===== src/rtl/ssel_pkg.sv =====
package ssel_pkg;

    localparam int REG_W   = 32;
    localparam int NUM_SEL = 2;
    localparam int CFG_W   = NUM_SEL + 2;

    typedef logic [NUM_SEL-1:0] sel_vec_t;

    typedef struct packed {
        logic     auto_en;
        logic     act_high;
        sel_vec_t pick;
    } ssel_cfg_t;

    function automatic sel_vec_t lowest_set(input sel_vec_t v);
        sel_vec_t r;
        logic     seen;
        r    = '0;
        seen = 1'b0;
        for (int i = 0; i < NUM_SEL; i++) begin
            if (v[i] && !seen) begin
                r[i] = 1'b1;
                seen = 1'b1;
            end
        end
        return r;
    endfunction

    function automatic sel_vec_t to_level(input sel_vec_t act, input logic act_high);
        return act_high ? act : ~act;
    endfunction

endpackage


===== src/rtl/ssel_cfg_reg.sv =====
module ssel_cfg_reg
    import ssel_pkg::*;
(
    input  logic             clk,
    input  logic             rst,
    input  logic             we,
    input  logic [REG_W-1:0] wdata,
    output ssel_cfg_t        cfg_q,
    output ssel_cfg_t        cfg_d,
    output logic [REG_W-1:0] rdata
);
    logic unused_hi;
    assign unused_hi = ^wdata[REG_W-1:CFG_W];

    always_comb begin
        cfg_d = cfg_q;
        if (we) cfg_d = ssel_cfg_t'(wdata[CFG_W-1:0]);
    end

    always_ff @(posedge clk) begin
        if (rst) cfg_q <= '0;
        else     cfg_q <= cfg_d;
    end

    assign rdata = {{(REG_W-CFG_W){1'b0}}, cfg_q};

    p_rsvd_zero_r2: assert property (@(posedge clk) disable iff (rst)
        rdata[REG_W-1:CFG_W] == '0);

    p_write_visible_r9: assert property (@(posedge clk) disable iff (rst)
        we |=> (rdata[CFG_W-1:0] == $past(wdata[CFG_W-1:0])));

endmodule


===== src/rtl/ssel_xfer_track.sv =====
module ssel_xfer_track (
    input  logic clk,
    input  logic rst,
    input  logic start,
    input  logic done,
    output logic busy_q,
    output logic busy_d
);
    always_comb begin
        if (busy_q) busy_d = !done;
        else        busy_d = start;
    end

    always_ff @(posedge clk) begin
        if (rst) busy_q <= 1'b0;
        else     busy_q <= busy_d;
    end

    p_start_sets_r7: assert property (@(posedge clk) disable iff (rst)
        (!busy_q && start) |=> busy_q);

    p_done_clears_r7: assert property (@(posedge clk) disable iff (rst)
        (busy_q && done) |=> !busy_q);

    p_start_ignored_r8: assert property (@(posedge clk) disable iff (rst)
        (busy_q && start && !done) |=> busy_q);

    p_done_ignored_r8: assert property (@(posedge clk) disable iff (rst)
        (!busy_q && done && !start) |=> !busy_q);

endmodule


===== src/rtl/ssel_line_drive.sv =====
module ssel_line_drive
    import ssel_pkg::*;
(
    input  logic      clk,
    input  logic      rst,
    input  ssel_cfg_t cfg_d,
    input  logic      busy_d,
    input  ssel_cfg_t cfg_q,
    input  logic      busy_q,
    output sel_vec_t  sel_o
);
    sel_vec_t want;
    sel_vec_t lvl_d;
    sel_vec_t act_now;

    always_comb begin
        want = lowest_set(cfg_d.pick);
        if (cfg_d.auto_en && !busy_d) want = '0;
        lvl_d = to_level(want, cfg_d.act_high);
    end

    for (genvar g = 0; g < NUM_SEL; g++) begin : g_line
        always_ff @(posedge clk) begin
            if (rst) sel_o[g] <= 1'b1;
            else     sel_o[g] <= lvl_d[g];
        end
    end

    assign act_now = cfg_q.act_high ? sel_o : ~sel_o;

    p_one_active_r5: assert property (@(posedge clk) disable iff (rst)
        $onehot0(act_now));

    p_manual_follow_r3: assert property (@(posedge clk) disable iff (rst)
        !cfg_q.auto_en |-> (act_now == lowest_set(cfg_q.pick)));

    p_auto_idle_r6: assert property (@(posedge clk) disable iff (rst)
        (cfg_q.auto_en && !busy_q) |-> (act_now == '0));

    p_auto_busy_r6: assert property (@(posedge clk) disable iff (rst)
        (cfg_q.auto_en && busy_q) |-> (act_now == lowest_set(cfg_q.pick)));

endmodule


===== src/rtl/ssel_ctrl.sv =====
module ssel_ctrl
    import ssel_pkg::*;
(
    input  logic             clk,
    input  logic             rst,
    input  logic             reg_we,
    input  logic [REG_W-1:0] reg_wdata,
    output logic [REG_W-1:0] reg_rdata,
    input  logic             xfer_start,
    input  logic             xfer_done,
    output logic             xfer_busy,
    output logic [NUM_SEL-1:0] sel_o
);
    ssel_cfg_t cfg_q;
    ssel_cfg_t cfg_d;
    logic      busy_d;

    ssel_cfg_reg u_cfg (
        .clk   (clk),
        .rst   (rst),
        .we    (reg_we),
        .wdata (reg_wdata),
        .cfg_q (cfg_q),
        .cfg_d (cfg_d),
        .rdata (reg_rdata)
    );

    ssel_xfer_track u_xfer (
        .clk    (clk),
        .rst    (rst),
        .start  (xfer_start),
        .done   (xfer_done),
        .busy_q (xfer_busy),
        .busy_d (busy_d)
    );

    ssel_line_drive u_drive (
        .clk    (clk),
        .rst    (rst),
        .cfg_d  (cfg_d),
        .busy_d (busy_d),
        .cfg_q  (cfg_q),
        .busy_q (xfer_busy),
        .sel_o  (sel_o)
    );

endmodule


===== config.mk =====
export PLATFORM = sky130hd
export DESIGN_NAME = ssel_ctrl
export DESIGN_NICKNAME = d
export VERILOG_FILES = /design/src/rtl/ssel_pkg.sv /design/src/rtl/ssel_cfg_reg.sv /design/src/rtl/ssel_xfer_track.sv /design/src/rtl/ssel_line_drive.sv /design/src/rtl/ssel_ctrl.sv
export SDC_FILE = /design/constraint.sdc
export NUM_CORES = 1
export LEC_CHECK = 0
export BUFFER_PORTS_ARGS = -buffer_cell sky130_fd_sc_hd__buf_2
export CORE_MARGIN = 3
export CORE_UTILIZATION = 32
export CTS_BUF_LIST = sky130_fd_sc_hd__clkbuf_4
export CTS_CLUSTER_DIAMETER = 30
export DETAILED_ROUTE_END_ITERATION = 16
export MAX_ROUTING_LAYER = met4
export PLACE_DENSITY = 0.82
export SLEW_MARGIN = 20
export SYNTH_ARGS = -nofsm -noshare
export SYNTH_HDL_FRONTEND = slang
export SYNTH_HIERARCHICAL = 1
export SYNTH_SLANG_ARGS = --single-unit
export TNS_END_PERCENT = 5

===== constraint.sdc =====
create_clock -name clk -period 1.52 [get_ports clk]
set_input_delay 0.38 -clock clk [delete_from_list [all_inputs] [get_ports clk]]
set_output_delay 0.38 -clock clk [all_outputs]
set_load 0.01 [all_outputs]

Word-level counts from Yosys, hierarchy flattened --
Index checks and enable logic that the tools add are counted.
Operators by class: muxes and demuxes 6, reductions and logical operators 5, bitwise gates (word level) 1
Operators with widths (count):
- 2-bit two-way mux | 2
- 4-bit two-way mux | 1
- 1-bit zero test | 3
- 1-bit two-way mux | 3
- 1-bit logical AND | 2
- 2-bit NOT | 1
Word-level totals: flip-flop bits (word level) 7, logic and storage cells 18, input bits 37, output and inout bits 35

Depth between registers and ports, before layout --
depth after elaboration 8, mapped depth 5, gate-level depth less buffers 5

By module --
Netlist, hierarchy kept.
Modules (own cells, without submodules):
- ssel_cfg_reg | seq. area each 80.1 um^2, area an instance 394.1 um^2, cells each 45, times used 1
- ssel_line_drive | seq. area each 40.0 um^2, area an instance 102.6 um^2, cells each 9, times used 1
- ssel_xfer_track | seq. area each 20.0 um^2, area an instance 52.6 um^2, cells each 5, times used 1

Worst setup path after synthesis --
Ideal clock, no wire load.
path kind input -> register, start point in reg_we, end point reg u_drive.sel_o[1], setup slack 0.295 ns, data arrival time 1.153 ns, library setup time 0.072 ns, cell stages on the path 4, path through mux2_2 nor2b_4 nor3b_2 mux2i_1
Between the ends: cells in the longest elaborated chain, start to end 8, elaborated cells on any way between the ends 9, those cells by class mux: 5; bitwise: 1; reduce/logical: 3
Ends and longest elaborated chain:
- start: declaration | RTL line ssel_ctrl.sv:6 | input logic reg_we,
- 4-bit two-way mux (*) | RTL line ssel_cfg_reg.sv:17 | if (we) cfg_d = ssel_cfg_t'(wdata[CFG_W-1:0]);
- 1-bit two-way mux | RTL line ssel_pkg.sv:21 | if (v[i] && !seen) begin
- 1-bit zero test | RTL line ssel_pkg.sv:21
- 1-bit logical AND | RTL line ssel_pkg.sv:21
- 1-bit two-way mux | RTL line ssel_pkg.sv:21
- 2-bit two-way mux | RTL line ssel_line_drive.sv:18 | if (cfg_d.auto_en && !busy_d) want = '0;
- 2-bit NOT | RTL line ssel_pkg.sv:30 | return act_high ? act : ~act;
- 2-bit two-way mux (*) | RTL line ssel_pkg.sv:30
- end signal: indexed assignment | RTL line ssel_line_drive.sv:25 | else sel_o[g] <= lvl_d[g];
- end: declaration | RTL line ssel_line_drive.sv:10 | output sel_vec_t sel_o
Every way passes the cells marked *; elsewhere a longest branch is shown, timed or not. A chain may end at the register's enable or synchronous reset.

==> run_results.csv <==
group,metric,value,unit
routing,ant_nets,0,
critical_path,end_kind,"register",
synthesis,synth-seq-cells,7,
routing,wl,710,microns
clocking,cts_buffers,3,
critical_path,cp_top_family,"multiplexers",
run,cap_violations,0,
synthesis,syn_area_per_cell,9.31,sq um
global_route,grt_overflow,0,
critical_path,slowest_delay,0.34,ns
global_route,grt.total_usage,6.18,%
clocking,clk_pin_slew,0.05,ns
sta,timing.fmax,878,MHz
synthesis,syn_inst,59,
routing,initialDrtViolationCount,2,
power_and_ir_drop,clock_power_share,36.9,%
clocking,cts-root-buf,"clkbuf_4",
global_route,grt_pass1_vias,234,
hold_path,hold_class,"in2reg",
clocking,htreeDepth,1,
critical_path,cp_max_fo,4,
sta,tns,0,ns
finish,synthToLayoutAreaGrowth,-2.51,%
critical_path,crit_buf_inv,1,
routing,vias_per_cell,3.61,
sta,setup-violations-final,0,
clocking,clkLatencyLatePin,0.25,ns
critical_path,crit_path_start,"reg_we",
clocking,cts.sinks,7,
place,io_buffers,15,
place,dp_cells,85,
critical_path,r2r_start,"u_cfg/cfg_q[3]",
finish,final_cell_mix,"conb_1, buf_2, dfxtp_1",
floorplanning,core,0.00156,sq mm
power_and_ir_drop,p_seq_share,41.0,%
finish,final_common_cell,"conb_1",
place,place_congestion,0.697,
power_and_ir_drop,leakagePower,0.000293,uW
sta,hold_viol,0,
floorplanning,initial_core_util,35.2,%
routing,first_pass_iters,2,
sta,slew_violations,0,
power_and_ir_drop,max-vdd-ir-drop,0.000302,V
floorplanning,die_y,47.4,microns
critical_path,critPathSlowestCell,"mux2_2",
routing,drc_errors,0,
finish,nNetsFinal,111,
synthesis,yosysWarnings,6,
synthesis,seq_area_frac_synth,25.5,%
floorplanning,num_rows,14,
clocking,postCtsSetupRepairBufs,0,
run_status,status,"finished, final reports clean",
global_route,grt_pass1_wl,848,microns
critical_path,worstSetupPathType,"in2reg",
critical_path,path_cells,"buf_2 -> mux2_2 -> nor2b_4 -> nor3b_2 -> mux2i_1",
sta,holdWs,0.374,ns
sta,fin_crit_sh,74.9,%
routing,wire_per_inst,7.98,microns
global_route,antenna_found_initial,0,
critical_path,crit_path_start_kind,"input port",
power_and_ir_drop,pwr_density_cell,921,mW/mm^2
floorplanning,die-area,0.00225,sq mm
clocking,cts_hold_buf,0,
power_and_ir_drop,switching_power,135,uW
finish,fin_cells,89,
clocking,cts_tree,"yes",
power_and_ir_drop,power_switching_share,27.4,%
sta,period_needed,1.14,ns
global_route,grt_max_degree,8,
hold_path,hp-start,"rst",
critical_path,cp.required,1.70,ns
place,place_hpwl,616,microns
finish,diodes,0,
sta,rsz0062_at_grt,"false",
critical_path,worstPathArrival,1.32,ns
clocking,cts_resized,0,
floorplanning,die_w,47.4,microns
sta,clock_skew,0.00484,ns
power_and_ir_drop,p_comb_share,22.2,%
routing,vias,321,
power_and_ir_drop,internal_power,358,uW
floorplanning,io_pins,72,
finish,layout-drive-gt1-share,37.0,%
synthesis,synth_area,549,sq um
clocking,clock_path_buffers,2,
synthesis,synth_cell_types,13,
-- power by group through the flow --
stage	Combinational (uW)	Sequential [uW]	Clock, uW
finish	109	202	182
global route	124	203	201
CTS	109	202	194
detailed placement	109	206	0
global placement	107	205	0
floorplan	136	209	0
-- per-layer routing --
layer	part of all wire (%)	global-route usage, %	vias to the layer above
met1	33	4.07	140
met4	0	3.31	0
met5	0	-	-
met3	18	5.64	0
li1	-	-	153
met2	50	10.4	28
-- layout make-up --
cell class / count / area [sq um]
sequential: 7 / 140
timing repair buffer: 15 / 75.1
multi-input combinational: 47 / 270
tap: 16 / 20.0
clock buffer: 4 / 30.0
fill: 167 / 1020
-- through the flow --
step	setup slack, ns	instance area, sq um	util [%]	total power [uW]
5_1_grt	0.321	536	34.3	528
2_1_floorplan	0.295	651	-	345
6_report	0.382	536	34.3	493
3_3_place_gp	0.114	505	32.4	313
3_5_place_dp	0.111	505	32.4	314
4_1_cts	0.380	536	34.3	505
-- Yosys cell counts --
cell type / count / area [sq um]
a21oi_2: 1 / 8.76
buf_4: 32 / 240
nor2b_1: 6 / 37.5
nor3b_2: 1 / 12.5
nor2b_4: 1 / 13.8
dfxtp_1: 7 / 140
conb_1: 1 / 3.75
nand2b_4: 1 / 13.8
mux2i_1: 2 / 20.0
mux2_2: 4 / 45.0
nand2_1: 1 / 3.75
nor2_1: 1 / 3.75
nand2b_1: 1 / 6.26
-- sequential cells by signal (all words and copies together), names as in the netlist --
register / count
u_drive/sel_o: 2
u_xfer/busy_q: 1
u_cfg/cfg_q: 4
-- path summary, 6_finish.rpt --
check / to / slack [ns] / cells after the start
max: u_drive/sel_o[1] / 0.38 / 5
min: u_xfer/busy_q / 0.37 / 2
max reg2reg: u_drive/sel_o[1] / 0.42 / 4
min reg2reg: u_xfer/busy_q / 0.52 / 2
-- logic make-up after synthesis --
family,share of synthesized area [%]
simple gates,16.6
other cells,0.683
buf+inv,43.7
mux,11.8
flops,25.5
compound gates,1.59
Power figures use the tool's default switching activity.
